[src/rtl/itm_pkg.sv]
package itm_pkg;
  // register offsets whose meaning the bus side depends on
  localparam int OFF_CNT_LO = 4;
  localparam int OFF_CNT_HI = 5;
  localparam int OFF_LAT_LO = 6;
  localparam int OFF_LAT_HI = 7;

  // decoded bus access for one cycle
  typedef struct packed {
    logic lo_wr;   // low latch write
    logic hi_wr;   // high latch write only
    logic load;    // high byte write that starts the counter
    logic rd_clr;  // low counter read that acknowledges the flag
  } acc_t;
endpackage

[src/rtl/itm_decode.sv]
module itm_decode
  import itm_pkg::*;
#(
  parameter int ADDR_W = 4
) (
  input  logic [ADDR_W-1:0] sel,
  input  logic              wr_en,
  input  logic              rd_en,
  output acc_t              acc
);
  localparam logic [ADDR_W-1:0] A_CLO = ADDR_W'(OFF_CNT_LO);
  localparam logic [ADDR_W-1:0] A_CHI = ADDR_W'(OFF_CNT_HI);
  localparam logic [ADDR_W-1:0] A_LLO = ADDR_W'(OFF_LAT_LO);
  localparam logic [ADDR_W-1:0] A_LHI = ADDR_W'(OFF_LAT_HI);

  always_comb begin
    acc.lo_wr  = wr_en && ((sel == A_CLO) || (sel == A_LLO));
    acc.hi_wr  = wr_en && (sel == A_LHI);
    acc.load   = wr_en && (sel == A_CHI);
    acc.rd_clr = rd_en && (sel == A_CLO);
  end
endmodule

[src/rtl/itm_latch.sv]
module itm_latch
  import itm_pkg::*;
#(
  parameter int DW = 8
) (
  input  logic          clk,
  input  logic          rst_n,
  input  acc_t          acc,
  input  logic [DW-1:0] wr_data,
  output logic [DW-1:0] lat_lo,
  output logic [DW-1:0] lat_hi
);
  logic [DW-1:0] lo_d, hi_d;

  always_comb begin
    lo_d = lat_lo;
    hi_d = lat_hi;
    if (acc.lo_wr)              lo_d = wr_data;
    if (acc.hi_wr || acc.load)  hi_d = wr_data;
  end

  always_ff @(posedge clk or negedge rst_n) begin
    if (!rst_n) begin
      lat_lo <= '1;
      lat_hi <= '1;
    end else begin
      lat_lo <= lo_d;
      lat_hi <= hi_d;
    end
  end
endmodule

[src/rtl/itm_counter.sv]
module itm_counter #(
  parameter int DW = 8,
  localparam int CW = 2 * DW
) (
  input  logic          clk,
  input  logic          rst_n,
  input  logic          cnt_en,
  input  logic          load,
  input  logic [CW-1:0] load_val,
  input  logic [CW-1:0] reload_val,
  input  logic          free_run,
  output logic [CW-1:0] cnt_q,
  output logic          expire,
  output logic          fire
);
  logic          pend_q, armed_q;
  logic [CW-1:0] cnt_d;
  logic          pend_d, armed_d;
  logic          step, at_zero;

  assign step    = cnt_en && !load;
  assign at_zero = (cnt_q == '0);
  assign expire  = step && !pend_q && at_zero;
  assign fire    = expire && armed_q;

  always_comb begin
    cnt_d   = cnt_q;
    pend_d  = pend_q;
    armed_d = armed_q;
    if (load) begin
      cnt_d   = load_val;
      pend_d  = 1'b0;
      armed_d = 1'b1;
    end else if (step) begin
      if (pend_q) begin
        cnt_d  = reload_val;
        pend_d = 1'b0;
      end else if (at_zero) begin
        cnt_d   = '1;
        pend_d  = free_run;
        armed_d = armed_q && free_run;
      end else begin
        cnt_d = cnt_q - CW'(1);
      end
    end
  end

  always_ff @(posedge clk or negedge rst_n) begin
    if (!rst_n) begin
      cnt_q   <= '1;
      pend_q  <= 1'b0;
      armed_q <= 1'b0;
    end else begin
      cnt_q   <= cnt_d;
      pend_q  <= pend_d;
      armed_q <= armed_d;
    end
  end
endmodule

[src/rtl/itm_outputs.sv]
module itm_outputs (
  input  logic clk,
  input  logic rst_n,
  input  logic expire,
  input  logic fire,
  input  logic load,
  input  logic clr_req,
  input  logic out_en,
  input  logic free_run,
  output logic pulse_out,
  output logic flag_set,
  output logic flag_clr
);
  logic pin_d, set_d, clr_d;

  always_comb begin
    set_d = fire;
    clr_d = clr_req && !fire;
    pin_d = pulse_out;
    if (out_en) begin
      if (load && !free_run)  pin_d = 1'b0;
      else if (expire)        pin_d = free_run ? !pulse_out : 1'b1;
    end
  end

  always_ff @(posedge clk or negedge rst_n) begin
    if (!rst_n) begin
      pulse_out <= 1'b1;
      flag_set  <= 1'b0;
      flag_clr  <= 1'b0;
    end else begin
      pulse_out <= pin_d;
      flag_set  <= set_d;
      flag_clr  <= clr_d;
    end
  end
endmodule

[src/rtl/interval_timer.sv]
module interval_timer
  import itm_pkg::*;
#(
  parameter int ADDR_W = 4,
  parameter int DW     = 8
) (
  input  logic              clk,
  input  logic              rst_n,
  input  logic              cnt_en,
  input  logic [ADDR_W-1:0] sel,
  input  logic              wr_en,
  input  logic              rd_en,
  input  logic [DW-1:0]     wr_data,
  input  logic              out_en,
  input  logic              free_run,
  output logic [DW-1:0]     rd_data,
  output logic              pulse_out,
  output logic              flag_set,
  output logic              flag_clr
);
  localparam int CW = 2 * DW;

  acc_t          acc;
  logic [DW-1:0] lat_lo, lat_hi;
  logic [CW-1:0] cnt_q;
  logic          expire, fire;

  itm_decode #(.ADDR_W(ADDR_W)) u_dec (
    .sel(sel), .wr_en(wr_en), .rd_en(rd_en), .acc(acc)
  );

  itm_latch #(.DW(DW)) u_lat (
    .clk(clk), .rst_n(rst_n), .acc(acc), .wr_data(wr_data),
    .lat_lo(lat_lo), .lat_hi(lat_hi)
  );

  itm_counter #(.DW(DW)) u_cnt (
    .clk(clk), .rst_n(rst_n), .cnt_en(cnt_en), .load(acc.load),
    .load_val({wr_data, lat_lo}), .reload_val({lat_hi, lat_lo}),
    .free_run(free_run), .cnt_q(cnt_q), .expire(expire), .fire(fire)
  );

  itm_outputs u_out (
    .clk(clk), .rst_n(rst_n), .expire(expire), .fire(fire),
    .load(acc.load), .clr_req(acc.load || acc.hi_wr || acc.rd_clr),
    .out_en(out_en), .free_run(free_run),
    .pulse_out(pulse_out), .flag_set(flag_set), .flag_clr(flag_clr)
  );

  always_comb begin
    rd_data = '0;
    if (sel == ADDR_W'(OFF_CNT_LO))      rd_data = cnt_q[DW-1:0];
    else if (sel == ADDR_W'(OFF_CNT_HI)) rd_data = cnt_q[CW-1:DW];
    else if (sel == ADDR_W'(OFF_LAT_LO)) rd_data = lat_lo;
    else if (sel == ADDR_W'(OFF_LAT_HI)) rd_data = lat_hi;
  end
endmodule

[config.mk]
export PLATFORM = sky130hd
export DESIGN_NAME = interval_timer
export DESIGN_NICKNAME = d
export VERILOG_FILES = /design/src/rtl/itm_pkg.sv /design/src/rtl/itm_decode.sv /design/src/rtl/itm_latch.sv /design/src/rtl/itm_counter.sv /design/src/rtl/itm_outputs.sv /design/src/rtl/interval_timer.sv
export SDC_FILE = /design/constraint.sdc
export NUM_CORES = 1
export LEC_CHECK = 0
export BUFFER_PORTS_ARGS = -buffer_cell sky130_fd_sc_hd__buf_2
export CORE_UTILIZATION = 40
export DETAILED_ROUTE_END_ITERATION = 8
export GPL_TIMING_DRIVEN = 0
export PLACE_DENSITY_LB_ADDON = 0.25
export SLEW_MARGIN = 20
export SYNTH_ARGS = -nofsm -noshare
export SYNTH_HDL_FRONTEND = slang
export SYNTH_HIERARCHICAL = 1
export SYNTH_SLANG_ARGS = --single-unit
[constraint.sdc]
create_clock -name clk -period 2.21 [get_ports clk]
set_clock_uncertainty 0.2 [all_clocks]
set_input_delay 0.442 -clock clk [delete_from_list [all_inputs] [get_ports clk]]
set_output_delay 0.442 -clock clk [all_outputs]
set_load 0.02 [all_outputs]
==> out/results.ini <==
[yosys]
syn-cell-area_um2=2570
ys_types=54
yosysMostFrequentCell=dfstp_2
synth_top_area_share_pct=33.8
yosys-top-cells-area=dfstp_2 (34%), mux2i_1 (7.0%), mux2_2 (7.0%), a21oi_1 (4.3%), dfrtp_1 (3.9%)
synth_edf_count=0
synthFlopType=dfstp_2
ys_seq_elements=37
synthesis.nets=284
yosys.area.top_type=dfstp_2
synth_common_cells=dfstp_2 (33), a21oi_1 (22), mux2i_1 (18), o21ai_0 (18), mux2_2 (16)
synthArstFlopShare_pct=100
yosysWarnings=6
netlist_instances=263
synth_area_per_cell_um2=9.76
yosysSeqAreaShare_pct=37.7

[timing]
period_needed_ns=2.14
tns_ns=0
tightest_slew_ns=0.840
relSlewSlack_pct=44.0
report.final.setup_viol=0
max_clock_freq_mhz=466
fin_crit_sh_pct=97.1
worst_slack_ns=0.0651
hold_viol=0
slew_viol_final=0

[placement]
dp_slack_ns=-0.575
place_congestion=0.920
placed_cell_area_um2=2810
dp.cells=367
io_buffers=29
hpwlAfterDp_um=4890

[worst_setup_path]
crit_path_top_delay_cell=mux2i_2
critPathMaxStageDelay_ns=0.26
crit_fanout=10
cp.arrival_ns=1.50
start_kind=input pin
critical_path_class=in -> out
path_cells=buf_2 -> buf_6 -> buf_12 -> mux2i_2 -> o22ai_2 -> buf_4
crit_path_end_kind=output pin
required_ns=1.57

[clock_network]
cts_made_buffers=5
cts-root-buf=clkbuf_8
cts.hold.buffers_added=0
cts_tree=done
clk_latency_ns=0.29
clk_pin_slew_ns=0.07
htree_levels=2
clock_path_buffers=2
cts_sinks=37

[detailed_routing]
first_iter_violations=155
drc_errors=0
ant_nets=0
avgRoutedWirePerCell_um=18.4
drt_wl_total_um=6980
avgViaCountPerCell=5.73
routed-via-count=2173
first_pass_iters=4

[run]
timing.max_cap.violations=0

[floorplanning]
io_pins=30
core_region_area_um2=6060
die_y_um=82.1
die_w_um=82.1
die_area_um2=6740
start_util_pct=42.4
num_rows=28

[global_routing]
grt_max_degree=38
grt_pass1_vias=2201
antenna_found_initial=0
grt_pass1_wl_um=11500
gr-total-overflow=0
gr-usage-all-layers_pct=23.5

[cells_and_area]
final_cell_area_um2=2980
final_cells=379
diodes=0
final_nets=324
syn_to_final_growth_pct=16.1
drive_gt1_share_pct=40.1

[pwr]
peakVddDrop_mv=0.431
p_leak_nw=1.20
cellPowerDensity_nw_per_um2=1030

[hold_path]
hold_path_class=in -> async

[outcome]
status=finished, final reports clean

[area by class of cell]
class	count	area (um^2)
Fill cell	592	3080
Sequential cell	37	967
Inverter	10	37.5
Tap cell	75	93.8
Timing Repair Buffer	33	178
Clock buffer	8	80.1
Multi-Input combinational cell	199	1480
Buffer	17	143
[power by group]
group	internal [mW]	switching, mW
Combinational	0.597	0.652
Clock	0.224	0.241
Sequential	1.05	0.307
Total	1.87	1.20
[cells by family (layout without fill, tap and decap cells)]
| logic type | count (synthesis) | after routing | share of synthesized area (%) |
|---|---|---|---|
| DFF | 37 | 37 | 37.7 |
| and+or+nand+nor | 92 | 92 | 24.2 |
| adders and majority gates | 2 | 2 | 0.975 |
| AOI/OAI and AO/OA | 65 | 65 | 14.8 |
| muxes | 34 | 34 | 14.0 |
| buffers and inverters | 27 | 68 | 6.24 |
| xor gates and xnor gates | 6 | 6 | 2.05 |
[registers in the layout, indices dropped and copies added (netlist names)]
register,count
u_cnt/cnt_q,16
u_lat/lat_hi,8
u_lat/lat_lo,8
u_cnt/armed_q,1
u_cnt/pend_q,1
u_out/flag_clr,1
u_out/flag_set,1
u_out/pulse_out,1
[per-stage QoR]
stage | hold WS, ns | total power, mW | util [%]
final | 0.0553 | 3.07 | 49.2
after global routing | 0.131 | 3.27 | 49.2
after CTS | 0.0853 | 2.99 | 48.1
after detailed placement | 0.304 | 2.50 | 46.4
after global placement | 0.295 | 2.47 | 46.4
after floorplan | -0.0536 | 2.16 | -
[layout by cell type, fill, tap and decap left out, drive strengths merged, types with 4 or more instances in the layout]
cell type and count:
buf 45, dfstp 33, a21oi 22, o21ai 20
mux2i 18, mux2 16, nor3 14, clkbuf 13
nand2 12, inv 10, nor2 10, nand2b 10
o22ai 8, nand4 7, nor3b 7, nor4 7
nor2b 6, xor2 5, dfrtp 4
[path summary, 6_finish.rpt]
check                                       startpoint                     endpoint  cells past startpoint  slack [ns]
min reg2reg                u_lat/lat_lo[1]$_DFFE_PN1P_   u_cnt/cnt_q[1]$_DFFE_PN1P_                      2        0.31
min in group clk                                out_en  u_out/pulse_out$_DFFE_PN1P_                      2        0.13
max in group asynchronous                        rst_n     u_cnt/pend_q$_DFFE_PN0P_                      1        1.24
max reg2reg                 u_cnt/cnt_q[1]$_DFFE_PN1P_  u_cnt/cnt_q[10]$_DFFE_PN1P_                      8        0.07
max                                             sel[0]                   rd_data[7]                      6        0.07
min                                              rst_n     u_out/flag_clr$_DFF_PN0_                      1        0.06
[worst max-delay path: cells and delay by family]
kind / cells / cell delay, ns
buf+inv: 4 / 0.67
mux: 1 / 0.26
compound gates: 1 / 0.12
[layer usage]
metal	global-route usage, %	part of all wire [%]	routed length (um)	up-vias
met2	36.0	47	3260	61
met5	0	0	0	-
li1	-	-	-	1050
met3	3.85	5.2	366	6
met4	8.25	1.4	100	0
met1	33.4	47	3260	1056
[repair_timing]
item / CTS / global route
pin swaps: 0 / 4
endpoints found under the setup margin: 13 / 17
gates resized for setup: 7 / 9
buffers inserted: 0 / 4
Note: power is estimated with default switching activity, not from simulation.
